<file path="src/rtl/alarm_bank_pkg.sv">
package alarm_bank_pkg;
  localparam int unsigned DATA_W = 32;
  localparam int unsigned ADDR_W = 8;
  typedef logic [ADDR_W-1:0] addr_t;
  // Byte addresses of the register map
  localparam addr_t OFF_TARGET0 = 8'h10;
  localparam addr_t OFF_ARMED   = 8'h20;
  localparam addr_t OFF_RAW     = 8'h34;
  localparam addr_t OFF_ENABLE  = 8'h38;
  localparam addr_t OFF_FORCE   = 8'h3C;
  localparam addr_t OFF_STATUS  = 8'h40;
endpackage

</file>
<file path="src/rtl/alarm_channel.sv">
module alarm_channel #(
  parameter int unsigned W = 32
) (
  input  logic         clk,
  input  logic         rst_n,
  input  logic [W-1:0] time_lo,
  input  logic         tgt_wr,
  input  logic [W-1:0] tgt_wdata,
  input  logic         disarm,
  output logic [W-1:0] target,
  output logic         armed,
  output logic         fire
);
  logic [W-1:0] target_q;
  logic         armed_q, armed_d;

  // A target write or a disarm in the same cycle overrides a match
  always_comb begin
    fire    = armed_q && (time_lo == target_q) && !tgt_wr && !disarm;
    armed_d = armed_q;
    if (tgt_wr)              armed_d = 1'b1;
    else if (disarm || fire) armed_d = 1'b0;
  end

  always_ff @(posedge clk or negedge rst_n) begin
    if (!rst_n)      target_q <= '0;
    else if (tgt_wr) target_q <= tgt_wdata;
  end

  always_ff @(posedge clk or negedge rst_n) begin
    if (!rst_n) armed_q <= 1'b0;
    else        armed_q <= armed_d;
  end

  assign target = target_q;
  assign armed  = armed_q;


  a_r2_write_arms: assert property (@(posedge clk) disable iff (!rst_n)
    tgt_wr |=> (armed_q && target_q == $past(tgt_wdata)));

  a_r4_self_disarm: assert property (@(posedge clk) disable iff (!rst_n)
    fire |=> !armed_q);

  a_r5_disarm_clears: assert property (@(posedge clk) disable iff (!rst_n)
    (disarm && !tgt_wr) |=> !armed_q);

  a_r6_idle_silent: assert property (@(posedge clk) disable iff (!rst_n)
    !armed_q |-> !fire);
endmodule

</file>
<file path="src/rtl/alarm_irq_ctrl.sv">
module alarm_irq_ctrl #(
  parameter int unsigned N = 4
) (
  input  logic         clk,
  input  logic         rst_n,
  input  logic [N-1:0] fire,
  input  logic [N-1:0] raw_clr,
  input  logic         en_wr,
  input  logic         frc_wr,
  input  logic [N-1:0] wdata,
  output logic [N-1:0] raw,
  output logic [N-1:0] enable,
  output logic [N-1:0] force_q,
  output logic [N-1:0] status
);
  logic [N-1:0] raw_q, raw_d, en_q, frc_q;

  // A fire beats a clear of the same bit, so no event is lost
  always_comb raw_d = (raw_q & ~raw_clr) | fire;

  always_ff @(posedge clk or negedge rst_n) begin
    if (!rst_n) raw_q <= '0;
    else        raw_q <= raw_d;
  end

  always_ff @(posedge clk or negedge rst_n) begin
    if (!rst_n)     en_q <= '0;
    else if (en_wr) en_q <= wdata;
  end

  always_ff @(posedge clk or negedge rst_n) begin
    if (!rst_n)      frc_q <= '0;
    else if (frc_wr) frc_q <= wdata;
  end

  assign raw     = raw_q;
  assign enable  = en_q;
  assign force_q = frc_q;
  assign status  = (raw_q & en_q) | frc_q;

  for (genvar i = 0; i < N; i++) begin : g_chk

    a_r8_raw_sticky: assert property (@(posedge clk) disable iff (!rst_n)
      (raw_q[i] && !raw_clr[i]) |=> raw_q[i]);

    a_r3_fire_sets_raw: assert property (@(posedge clk) disable iff (!rst_n)
      fire[i] |=> raw_q[i]);
  end
endmodule

</file>
<file path="src/rtl/alarm_match_bank.sv">
module alarm_match_bank
  import alarm_bank_pkg::*;
#(
  parameter int unsigned N_CH = 4   // at most 4: target slots end below the armed register
) (
  input  logic              clk,
  input  logic              rst_n,
  input  logic [DATA_W-1:0] time_lo,
  input  logic              bus_sel,
  input  logic              bus_wr,
  input  logic [ADDR_W-1:0] bus_addr,
  input  logic [DATA_W-1:0] bus_wdata,
  output logic [DATA_W-1:0] bus_rdata,
  output logic [N_CH-1:0]   irq
);
  localparam int unsigned PAD_W = DATA_W - N_CH;

  logic rst_meta_n, rst_sync_n;
  always_ff @(posedge clk or negedge rst_n) begin
    if (!rst_n) begin
      rst_meta_n <= 1'b0;
      rst_sync_n <= 1'b0;
    end else begin
      rst_meta_n <= 1'b1;
      rst_sync_n <= rst_meta_n;
    end
  end

  logic wr_act, rd_act;
  assign wr_act = bus_sel && bus_wr;
  assign rd_act = bus_sel && !bus_wr;

  logic [N_CH-1:0]   tgt_wr, armed, fire, disarm, raw_clr;
  logic [DATA_W-1:0] target [N_CH];
  logic [N_CH-1:0]   raw, enable, force_q, status;

  assign disarm  = (wr_act && bus_addr == OFF_ARMED) ? bus_wdata[N_CH-1:0] : '0;
  assign raw_clr = (wr_act && bus_addr == OFF_RAW)   ? bus_wdata[N_CH-1:0] : '0;

  for (genvar i = 0; i < N_CH; i++) begin : g_ch
    assign tgt_wr[i] = wr_act && (bus_addr == OFF_TARGET0 + ADDR_W'(4 * i));
    alarm_channel #(.W(DATA_W)) u_ch (
      .clk       (clk),
      .rst_n     (rst_sync_n),
      .time_lo   (time_lo),
      .tgt_wr    (tgt_wr[i]),
      .tgt_wdata (bus_wdata),
      .disarm    (disarm[i]),
      .target    (target[i]),
      .armed     (armed[i]),
      .fire      (fire[i])
    );
  end

  alarm_irq_ctrl #(.N(N_CH)) u_irq (
    .clk     (clk),
    .rst_n   (rst_sync_n),
    .fire    (fire),
    .raw_clr (raw_clr),
    .en_wr   (wr_act && bus_addr == OFF_ENABLE),
    .frc_wr  (wr_act && bus_addr == OFF_FORCE),
    .wdata   (bus_wdata[N_CH-1:0]),
    .raw     (raw),
    .enable  (enable),
    .force_q (force_q),
    .status  (status)
  );

  assign irq = status;

  always_comb begin
    bus_rdata = '0;
    if (rd_act) begin
      for (int i = 0; i < N_CH; i++)
        if (bus_addr == OFF_TARGET0 + ADDR_W'(4 * i)) bus_rdata = target[i];
      case (bus_addr)
        OFF_ARMED:  bus_rdata = {{PAD_W{1'b0}}, armed};
        OFF_RAW:    bus_rdata = {{PAD_W{1'b0}}, raw};
        OFF_ENABLE: bus_rdata = {{PAD_W{1'b0}}, enable};
        OFF_FORCE:  bus_rdata = {{PAD_W{1'b0}}, force_q};
        OFF_STATUS: bus_rdata = {{PAD_W{1'b0}}, status};
        default: ;
      endcase
    end
  end

  // a set force bit shows on its line one edge after the write
  a_r10_force_raises: assert property (@(posedge clk) disable iff (!rst_sync_n)
    (wr_act && bus_addr == OFF_FORCE) |=> ((irq & $past(bus_wdata[N_CH-1:0])) == $past(bus_wdata[N_CH-1:0])));

  a_r7_write_wins: assert property (@(posedge clk) disable iff (!rst_sync_n)
    (tgt_wr != '0) |-> ((fire & tgt_wr) == '0));
endmodule

</file>
<file path="config.mk">
export PLATFORM = sky130hd
export DESIGN_NAME = alarm_match_bank
export DESIGN_NICKNAME = d
export VERILOG_FILES = /design/src/rtl/alarm_bank_pkg.sv /design/src/rtl/alarm_channel.sv /design/src/rtl/alarm_irq_ctrl.sv /design/src/rtl/alarm_match_bank.sv
export SDC_FILE = /design/constraint.sdc
export NUM_CORES = 1
export LEC_CHECK = 0
export BUFFER_PORTS_ARGS = -buffer_cell sky130_fd_sc_hd__buf_2
export CAP_MARGIN = 25
export CELL_PAD_IN_SITES_DETAIL_PLACEMENT = 2
export CELL_PAD_IN_SITES_GLOBAL_PLACEMENT = 2
export CORE_UTILIZATION = 35
export DETAILED_ROUTE_END_ITERATION = 7
export GPL_TIMING_DRIVEN = 0
export PLACE_DENSITY = 0.79
export SETUP_SLACK_MARGIN = 0.02
export SYNTH_ARGS = -nofsm -noshare
export SYNTH_HDL_FRONTEND = slang
export SYNTH_SLANG_ARGS = --single-unit
</file>
<file path="constraint.sdc">
create_clock -name clk -period 5.94 [get_ports clk]
set_clock_uncertainty 0.2 [all_clocks]
set_input_delay 0 -clock clk [delete_from_list [all_inputs] [get_ports clk]]
set_output_delay 0 -clock clk [all_outputs]
set_load 0.05 [all_outputs]
</file>
### After elaboration in Yosys (flattened, before gate mapping)

Index checks and enable logic that the tools add are counted.

| storage, ports and cells | value |
|---|---|
| word-level logic and storage cells | 86 |
| output and inout port bits | 36 |
| flip-flop bits (word level) | 146 |
| bits of input ports | 76 |

| cells by class | value |
|---|---|
| bitwise gates (word level) | 5 |
| reduce and logical (&&, ||, !) cells | 39 |
| equality and inequality tests | 13 |
| muxes and demuxes | 16 |

Operators with widths:

| kind | count |
|---|---|
| 32-bit two-way mux | 5 |
| 32-bit one-hot mux with 5 select lines | 1 |
| 32-bit equality test | 4 |
| 8-bit by 5-bit equality test with 1-bit output, second input constant | 4 |
| 8-bit by 6-bit equality test with 1-bit output, second input constant | 4 |
| 1-bit logical AND | 22 |
| 1-bit zero test | 9 |
| 4-bit AND | 2 |
| 8-bit by 7-bit equality test with 1-bit output, second input constant | 1 |
| 1-bit two-way mux | 8 |
| 4-bit two-way mux | 2 |
| 4-bit bitwise OR | 2 |
| 2-bit nonzero test | 4 |
| 1-bit logical OR | 4 |
| 4-bit NOT | 1 |

### Logic depth before layout (Yosys ltp)

| depth | value |
|---|---|
| depth in word-level cells | 8 |
| depth in mapped cells | 7 |
| depth with buffers taken out | 5 |

### Modules after synthesis

Synthesis repeated with hierarchy kept, for this count alone.

| second synthesis, totals | value |
|---|---|
| cell total of the unflattened synthesis | 692 |
| area, all modules | 8,211.6 sq um |

By module, submodules not included:

| module | seq. area each (sq um) | area each (sq um) | cells each | times used |
|---|---|---|---|---|
| alarm_channel | 825.8 | 1,577.8 | 116 | 4 |
| alarm_match_bank | 50.0 | 1,435.1 | 196 | 1 |
| alarm_irq_ctrl | 300.3 | 465.4 | 32 | 1 |

### Least setup slack after synthesis

Ideal clock, no wire load.

| timing | value |
|---|---|
| path type | input to output |
| from | in bus_addr[5] |
| to | out bus_rdata[11] |
| arrival | 2.324 ns |
| buffers on the path | 1 |
| setup slack | 3.416 ns |
| cell stages on the path | 6 |
| path through | or4b_4 -> nor3_4 -> nor3b_4 -> clkbuf_1 -> a22oi_1 -> a21oi_1 |

| between the ends | value |
|---|---|
| word-level cells in the longest chain between the ends | 7 |
| elaborated cells between the ends (all ways) | 15 |
| those cells by class | eq/ne (9); mux (6) |

Ends and longest elaborated chain:

| item | RTL line | source |
|---|---|---|
| from (decl) | alarm_match_bank.sv:11 | `input logic [ADDR_W-1:0] bus_addr,` |
| 8-bit by 5-bit equality test with 1-bit output | alarm_match_bank.sv:75 | `if (bus_addr == OFF_TARGET0 + ADDR_W'(4 * i)) bus_rdata = target[i];` |
| 32-bit two-way mux (4 in a row) | alarm_match_bank.sv:75 |  |
| 32-bit one-hot mux with 5 select lines * | alarm_match_bank.sv:76 | `case (bus_addr)` |
| 32-bit two-way mux * | alarm_match_bank.sv:73 | `if (rd_act) begin` |
| to (decl) | alarm_match_bank.sv:13 | `output logic [DATA_W-1:0] bus_rdata,` |

Every way passes the cells marked *; elsewhere a longest branch is shown, timed or not.

### Worst setup path after layout

| timing | value |
|---|---|
| from | in bus_addr[3] |
| to | out bus_rdata[23] |

The elaborated chain is that of the path after synthesis.

==> results.ini <==
[run_status]
status = completed

[timing]
hold_viol_final = 0
slew-limit-headroom = 0.339
fin_ws_ns = 2.16
setup_viol = 0
maxClockFrequency_ghz = 0.265
maxSlewViolCount = 0
worstMarginPinSlew_ns = 0.983
finalCritPeriodShare = 0.636
rsz0062_at_grt = no
post-route-min-period_ns = 3.78

[synth]
avgSynthCellArea_um2 = 11.2
synth_warnings = 0
yosysTopAreaCellShare = 0.453
async_reset_ff_frac = 1.00
syn_area_um2 = 8060
synth_nets = 798
synth_seq_cells = 146
synthFlopType = dfrtp_1
synth.distinct_cells = 49
synth_top_cell_by_area = dfrtp_1
synth-seq-area-share = 0.453
synth_area_leaders = dfrtp_1 45%, mux2_2 13%, xnor2_1 13%, a22oi_1 4.9%, mux2_1 3.9%
synth_edf_count = 0
syn_inst = 722

[cts]
insertion_delay_ns = 0.45
cts-root-buf = clkbuf_16
cts_setup_buffers = 0
cts_inserted_buffers = 17
path_clk_slew_ns = 0.07
cts_tree = built
cts.sinks = 146
cts_max_level = 4
clk_path_buf_depth = 2

[floorplan]
initial_utilization = 0.356
io_pins = 112
die_height_um = 154
die-area_um2 = 23600
core.rowCount = 55
dieWidth_um = 154
coreArea_um2 = 22600

[worst_setup_path]
cp_max_fo = 10
crit_required_ns = 5.74
cp-start-kind = input pin
critPathCaptureType = output port
crit_arrival_ns = 3.58
worstSetupPathType = input pin to output port

[hold_path]
worstHoldPathType = input pin to register

[route]
vias = 6800
wire_per_inst_um = 27.7
drc = 0
via_per_inst = 5.82
first_pass_iters = 5
drt_wl_total_um = 32300
postRouteAntennaNets = 0
drtIter0Drc = 456

[placed_design]
dpl.cell_count = 1098
place_area_um2 = 8920
dp_hpwl_um = 22100
post-place-ws_ns = 2.63
port_buffers = 87
gp_congestion = 0.875

[layout]
stdcell_count = 1168
diodes = 0
nets = 946
final_util = 0.436
layout-drive-gt1-share = 0.268
syn_to_final_growth_pct = 22.4
postLayoutCellArea_um2 = 9870

[global_route]
grt_pass1_vias = 7325
grtUsageTotal = 0.283
grt_pass1_wl_um = 48300
gr-total-overflow = 0
grt_max_degree = 58
grt_antenna_before_repair = 0

[power]
finalPower_mw = 2.39
power_density_nw_per_um2 = 243
p_leak_nw = 4.31
ir_worst_vdd_mv = 0.243

[run]
maxCapViolCount = 0

-- worst max-delay path, cell delays in order --
cell,delay [ns]
dlygate4sd3_1,0.53
buf_2,0.16
or4b_2,0.71
nor2_1,0.70
clkbuf_1,0.65
a22oi_1,0.22
a21oi_1,0.28
buf_2,0.32
-- through the flow --
| step | TNS (ns) | hold slack [ns] |
|---|---|---|
| 3_5_place_dp | 0 | -0.413 |
| 6_report | 0 | 0.0369 |
| 2_1_floorplan | 0 | -0.496 |
| 4_1_cts | 0 | 0.0202 |
| 3_3_place_gp | -72.33 | -0.414 |
| 5_1_grt | 0 | 0.0741 |
-- synthesized netlist by cell type, types with 2 or more instances --
library cell / count
a32oi_1: 5
buf_6: 3
o31ai_1: 2
a21o_1: 6
and2_1: 3
and3_1: 2
a22oi_1: 53
o21bai_1: 2
a21bo_2: 3
nor3_1: 3
nor2_1: 14
nand2b_1: 7
nand4_1: 32
a21oi_1: 28
a31o_2: 2
dfrtp_1: 146
inv_1: 6
mux2_2: 96
mux2_1: 28
o21ai_0: 22
xor2_1: 8
a31oi_1: 4
xnor2_1: 119
clkbuf_1: 48
nand2_1: 37
nor2b_1: 2
buf_2: 3
or3_1: 4
nor4_1: 11
a222oi_1: 4
-- final timing paths --
kind | cells past startpoint | startpoint | slack (ns) | endpoint
worst max register to register | 6 | g_ch[1].u_ch.target[2] | 2.69 | u_irq.raw[1]
min in group asynchronous | 0 | rst_sync_n | 0.08 | g_ch[0].u_ch.target[26]
worst min-delay path | 4 | bus_addr[1] | 0.04 | u_irq.enable[3]
worst min register to register | 0 | rst_sync_n | 0.08 | g_ch[0].u_ch.target[26]
max in group asynchronous | 2 | rst_sync_n | 4.47 | g_ch[1].u_ch.target[10]
worst max-delay path | 8 | bus_addr[3] | 2.16 | bus_rdata[23]
-- state kept, by name, indices dropped and copies added, names as in the netlist --
signal,count
g_ch.u_ch.target,128
g_ch.u_ch.armed,4
u_irq.enable,4
u_irq.force_q,4
u_irq.raw,4
rst_meta_n,1
rst_sync_n,1
-- placed cells by master (no fill, tap or decap), drive strengths merged, types with 2 or more instances in the layout --
cell type	netlist	routed
nor3	4	4
a31o	2	2
a21o	6	6
buf	8	100
clkinv	0	8
xnor2	119	119
nand2b	7	7
o21bai	2	2
a21oi	28	28
nor4	11	11
and2	3	3
or3	4	4
nand4	32	32
o21ai	22	22
a31oi	4	4
a32oi	5	5
a22oi	53	53
nand2	37	37
a222oi	4	4
a21bo	3	3
or4b	2	2
xor2	8	8
dlygate4sd3	0	37
inv	6	10
nor2	14	14
nor2b	2	2
o31ai	2	2
mux2	124	124
dfrtp	146	146
nor3b	2	2
and3	2	2
clkbuf	48	66
-- report_power, final --
| group | internal, mW | leakage (nW) | switching [mW] |
|---|---|---|---|
| clock | 0.593 | 0.283 | 0.492 |
| sequential | 1.02 | 2.02 | 0.0344 |
| combinational | 0.103 | 2.01 | 0.149 |
| total | 1.72 | 4.31 | 0.676 |
-- repair_timing --
| item | 4_1_cts | 5_1_grt |
|---|---|---|
| endpoints found under the hold margin | 146 | 0 |
| hold buffers | 37 | 0 |
| gates resized for setup | 0 | 0 |
-- routing by layer --
| layer | wire length [µm] | up-vias | GRT usage | part of all wire |
|---|---|---|---|---|
| li1 | - | 2915 | - | - |
| met1 | 13500 | 3543 | 0.354 | 0.42 |
| met2 | 15700 | 265 | 0.469 | 0.48 |
| met3 | 1800 | 77 | 0.0558 | 0.056 |
| met4 | 1340 | 0 | 0.139 | 0.041 |
| met5 | 0 | - | 0 | 0 |
-- area by class of cell --
type | instances | area [µm²]
buffer | 56 | 240
clock buffer | 18 | 439
clock inverter | 14 | 130
fill | 2379 | 12800
inverter | 6 | 22.5
multi-input combinational | 514 | 4140
sequential | 146 | 3660
tap | 285 | 357
timing repair buffer | 129 | 878
-- kinds of logic (layout without fill, tap and decap cells) --
family	Yosys count	after routing	share of synthesized area
multiplexers	125	125	0.175
flip-flops	146	146	0.453
buffers and inverters	62	223	0.0326
other	1	1	0.000465
AND/OR/NAND/NOR	125	125	0.0862
XOR/XNOR	127	127	0.138
AO/OA/AOI/OAI	136	136	0.115
Power figures use the tool's default switching activity.
